**src/rtl/fcb_pkg.sv**
```systemverilog
package fcb_pkg;
  // true when a request names the stream delivered in the previous cycle
  function automatic logic is_repeat(input logic last_vld, input logic [7:0] last_s,
                                     input logic [7:0] req_s);
    return last_vld && (last_s == req_s);
  endfunction

  // upstream word may be taken: slot free, or its slot empties now
  function automatic logic may_accept(input logic slot_full, input logic draining_same);
    return !slot_full || draining_same;
  endfunction
endpackage

```
**src/rtl/fcb_store.sv**
```systemverilog
module fcb_store #(
  parameter int NS = 8,
  parameter int DW = 32,
  localparam int SW = (NS > 1) ? $clog2(NS) : 1
) (
  input  logic          clk,
  input  logic          rst_n,
  input  logic          wr_en,
  input  logic [SW-1:0] wr_idx,
  input  logic [DW-1:0] wr_data,
  input  logic          clr_en,
  input  logic [SW-1:0] clr_idx,
  input  logic [SW-1:0] rd_idx,
  output logic [DW-1:0] rd_data,
  output logic          rd_full,
  output logic          wr_full,
  output logic [NS-1:0] valid_vec
);
  logic [DW-1:0] slot [NS];

  for (genvar g = 0; g < NS; g++) begin : g_slot
    always_ff @(posedge clk) begin
      if (!rst_n) begin
        valid_vec[g] <= 1'b0;
      end else if (wr_en && wr_idx == SW'(g)) begin
        valid_vec[g] <= 1'b1;
      end else if (clr_en && clr_idx == SW'(g)) begin
        valid_vec[g] <= 1'b0;
      end
    end
    always_ff @(posedge clk) begin
      if (wr_en && wr_idx == SW'(g)) slot[g] <= wr_data;
    end
  end

  assign rd_data = slot[rd_idx];
  assign rd_full = valid_vec[rd_idx];
  assign wr_full = valid_vec[wr_idx];
endmodule

```
**src/rtl/fcb_sel.sv**
```systemverilog
module fcb_sel #(
  parameter int NS = 8,
  localparam int SW = (NS > 1) ? $clog2(NS) : 1
) (
  input  logic          clk,
  input  logic          rst_n,
  input  logic          rd_en,
  input  logic [SW-1:0] rd_stream,
  input  logic          held,
  input  logic          fresh_match,
  input  logic          out_ack,
  output logic          hold_sel,
  output logic          byp_sel,
  output logic          guard_block
);
  import fcb_pkg::*;
  logic          last_vld;
  logic [SW-1:0] last_s;
  logic          go;

  assign guard_block = rd_en && is_repeat(last_vld, 8'(last_s), 8'(rd_stream));
  assign go          = rd_en && !guard_block;
  assign hold_sel    = go && held;
  assign byp_sel     = go && !held && fresh_match;

  always_ff @(posedge clk) begin
    if (!rst_n) begin
      last_vld <= 1'b0;
      last_s   <= '0;
    end else begin
      last_vld <= (hold_sel || byp_sel) && out_ack;
      last_s   <= rd_stream;
    end
  end
endmodule

```
**src/rtl/fcb_buffer.sv**
```systemverilog
module fcb_buffer #(
  parameter int NS = 8,
  parameter int DW = 32,
  localparam int SW = (NS > 1) ? $clog2(NS) : 1
) (
  input  logic          clk,
  input  logic          rst_n,
  input  logic          in_vld,
  input  logic [SW-1:0] in_stream,
  input  logic [DW-1:0] in_data,
  output logic          in_ack,
  input  logic          rd_en,
  input  logic [SW-1:0] rd_stream,
  output logic          out_vld,
  output logic [SW-1:0] out_stream,
  output logic [DW-1:0] out_data,
  input  logic          out_ack
);
  import fcb_pkg::*;

  logic [DW-1:0] held_data;
  logic          held, wr_full, hold_sel, byp_sel, guard_block;
  logic          drain, drain_same, store_en, fresh_match;
  logic [NS-1:0] valid_vec;

  assign fresh_match = in_vld && (in_stream == rd_stream);

  fcb_sel #(.NS(NS)) u_sel (
    .clk(clk), .rst_n(rst_n), .rd_en(rd_en), .rd_stream(rd_stream),
    .held(held), .fresh_match(fresh_match), .out_ack(out_ack),
    .hold_sel(hold_sel), .byp_sel(byp_sel), .guard_block(guard_block)
  );

  assign drain      = hold_sel && out_ack;
  assign drain_same = drain && (rd_stream == in_stream);
  assign in_ack     = in_vld && may_accept(wr_full, drain_same);
  assign store_en   = in_ack && !(byp_sel && out_ack);

  fcb_store #(.NS(NS), .DW(DW)) u_store (
    .clk(clk), .rst_n(rst_n),
    .wr_en(store_en), .wr_idx(in_stream), .wr_data(in_data),
    .clr_en(drain), .clr_idx(rd_stream), .rd_idx(rd_stream),
    .rd_data(held_data), .rd_full(held), .wr_full(wr_full), .valid_vec(valid_vec)
  );

  assign out_vld    = hold_sel || byp_sel;
  assign out_stream = rd_stream;
  assign out_data   = hold_sel ? held_data : in_data;
endmodule

```
**config.mk**
```make
export PLATFORM = sky130hd
export DESIGN_NAME = fcb_buffer
export DESIGN_NICKNAME = d
export VERILOG_FILES = /design/src/rtl/fcb_pkg.sv /design/src/rtl/fcb_store.sv /design/src/rtl/fcb_sel.sv /design/src/rtl/fcb_buffer.sv
export SDC_FILE = /design/constraint.sdc
export NUM_CORES = 1
export LEC_CHECK = 0
export ABC_AREA = 1
export BUFFER_PORTS_ARGS = -buffer_cell sky130_fd_sc_hd__buf_2
export CAP_MARGIN = 20
export CELL_PAD_IN_SITES_DETAIL_PLACEMENT = 0
export CELL_PAD_IN_SITES_GLOBAL_PLACEMENT = 1
export CORE_MARGIN = 3
export CORE_UTILIZATION = 48
export CTS_CLUSTER_DIAMETER = 150
export DETAILED_ROUTE_END_ITERATION = 7
export PLACE_DENSITY = 0.76
export SLEW_MARGIN = 10
export SYNTH_ARGS = -nofsm -noshare
export SYNTH_HDL_FRONTEND = slang
export SYNTH_SLANG_ARGS = --single-unit
```
**constraint.sdc**
```tcl
create_clock -name clk -period 2.66 [get_ports clk]
set_input_delay 0.266 -clock clk [delete_from_list [all_inputs] [get_ports clk]]
set_output_delay 0.266 -clock clk [all_outputs]
set_load 0.005 [all_outputs]
```
==> metrics.txt <==
Syn Inst Count=908; Die X=155 um; Pre-antenna DRT Iters=5; final hold vios=0; CTS tree=done; worst path cell trace=nand2_1 > nand2_1 > nand2_1 > nand2_1 > nand2_1 > nand2_2 > nand2_2 > inv_2 > buf_6 > nor2_1 > a31oi_1 > buf_2; slowest cell delay on critical path=0.41 ns; RSZ-0062 raised after global routing=false; Setup Crit Path Kind=reg2out; MaxCap Viol Count=0; Top-Level Pins=80; Arr. time, crit path=around 2.2 ns; Highest Clock Rate=between 400 and 500 MHz; outcome=complete, no violations; commonest non-fill, non-tap cell in the layout=nand2_1; GRT overflow=0; critical path's top delay family=buffers and inverters; Worst path slowest cell=dfxtp_1; H-Tree Depth=1; Post-Syn Area=0.0107 mm2; Slew Viols, Final=0; Mapped Avg Cell Area=roughly 12 um2; CTS Buf Count=27; initial core utilization=49.0%; CP most frequent cell=nand2_1; Area Overhead vs Synth=15.4%; Synth Area in Simple Gates=19.9%; Net Count, Synth=951; setup ws final=0.178 ns; largest net degree at the start of global routing=37; worst r2r path cells=11; post-synth cell types=22; DR DRC count=0; CP Depth=12; main combinational cell family by area after synthesis=simple AND/OR/NAND/NOR gates; Seq cells post-synth=268; CP bufs+invs=3; post-DP HPWL=14900 um; Synth Area in Adders=0%; Layout Nets=1045; routability congestion estimate=0.804; clk_skew=0.0173 ns; setup TNS=0 ns; wire length of the first global-routing pass=38400 um; initial antenna violation count=0; Seq/Total Area, Yosys=between 70% and 80%; worst hold path cell count=1; Via density=5.31; Lkg Pwr=4.49 nW; IR Drop Worst-Case VDD=520 uV; Worst Path Max Fanout=32; CTS Root Cell=clkbuf_16; min cycle time layout=approximately 2.5 ns; pre-CTS setup slack=0.305 ns; Clk Latency, worst-skew pair=0.53 ns; Initial DRC Count=582; Final Setup Violations=0; Synth Area in Compound Gates=~2.5%; vias in the first global route=just under 7000; post-synthesis mux area share=0%; Port Buf Inserts=79; Site Rows=54; WL final=24100 um; clock tree sinks=268; worst relative slew slack=between 60% and 70%; critical path required time=around 2.4 ns; YS warnings=0; power per cell area=707 mW/mm2; Worst Setup End Kind=output pin; share of cells above drive strength 1=~16%; Tot GR Track Use=20.3%; wire per inst=18.5 um; CP startpoint kind=flip-flop; HP Class=in2reg; Antenna Cells=0; Die ar.=0.0242 mm2; core area=0.0219 mm2; Final ANT Viol Nets=0; Chip Height=between 150 and 200 um; CTS max path bufs=3; Synth Area in XOR/XNOR=less than 1%; worst-margin pin slew=between 0.4 and 0.5 ns; Clk pin slew, worst setup/hold paths=0.06 ns; Via Count=~6900; commonest non-fill, non-tap cells in the layout=nand2_1, edfxtp_1, buf_2; final period utilization=93.3%
-- per-layer routing --
metal	vias to the layer above	GRT usage [%]	share of wire, %
met5	-	0	0
met4	0	5.21	1.6
met2	212	33.4	47
met1	3307	28.9	45
met3	27	2.73	5.8
li1	3363	-	-
-- through the flow --
stage / utilization [%] / std cells / power (W) / cell area (um2) / hold slack (ns)
after CTS: 56.5 / 1300 / 0.00883 / 12400 / 0.00691
after floorplan: - / 908 / 0.00513 / 10700 / 0.364
after global routing: 56.6 / 1300 / 0.00909 / 12400 / 0.0253
after global placement: 52.8 / 1252 / 0.00540 / 11600 / 0.497
after detailed placement: 52.8 / 1252 / 0.00541 / 11600 / 0.487
final: 56.6 / 1300 / 0.00875 / 12400 / 0.0273
-- path summary, 6_finish.rpt --
path                                                         from                                end  slack, ns
worst max-delay path            u_store.valid_vec[1]$_SDFFE_PN0P_                        out_data[6]       0.18
worst min-delay path                                   in_data[2]       u_store.slot[6][2]$_DFFE_PP_       0.03
worst max register to register         u_sel.last_s[1]$_SDFF_PN0_      u_store.slot[3][18]$_DFFE_PP_       0.53
worst min register to register  u_store.valid_vec[5]$_SDFFE_PN0P_  u_store.valid_vec[5]$_SDFFE_PN0P_       0.50
-- registers in the layout (all words and copies together) (netlist names) --
register and count:
u_sel.last_s 3, u_sel.last_vld 1, u_store.slot 256, u_store.valid_vec 8
-- synthesized netlist by cell type, drive strengths merged --
cell,number,share of area (%)
nand2,378,13
edfxtp,256,72
nand4,66,3.9
nor2,48,1.7
buf,33,1.9
inv,33,1.2
a31oi,32,1.9
nand3,19,0.89
clkbuf,15,0.52
dfxtp,12,2.2
a21oi,9,0.42
a22oi,2,0.14
nor3,2,0.093
clkinv,1,0.035
o21ai,1,0.047
xor2,1,0.082
-- logic make-up (layout without fill, tap and decap cells) --
| logic type | Yosys count | in the layout |
|---|---|---|
| buffers and inverters | 82 | 194 |
| flip-flops | 268 | 268 |
| AND/OR/NAND/NOR | 513 | 513 |
| XOR/XNOR | 1 | 1 |
| AO/OA/AOI/OAI | 44 | 44 |
-- power by group --
group          internal (W)  leakage (nW)  switching (W)
logic              0.000183          1.69       0.000391
registers           0.00472          2.42      0.0000227
clock network       0.00196         0.385        0.00148
-- layout make-up --
cell class | instances | area, um2
fill | 1826 | 9510
sequential | 268 | 7930
multi-input combinational | 558 | 2400
timing repair buffer | 113 | 773
clock buffer | 34 | 702
tap | 280 | 350
inverter | 34 | 130
clock inverter | 13 | 92.6
-- what timing repair did --
| action | CTS | global route |
|---|---|---|
| hold endpoints to repair | 3 | 0 |
| resized for setup | 0 | 2 |
| hold buffers | 1 | 0 |
| buffers inserted | 0 | 0 |
| endpoints found under the setup margin | 0 | 3 |
(Power assumes the default switching activity.)
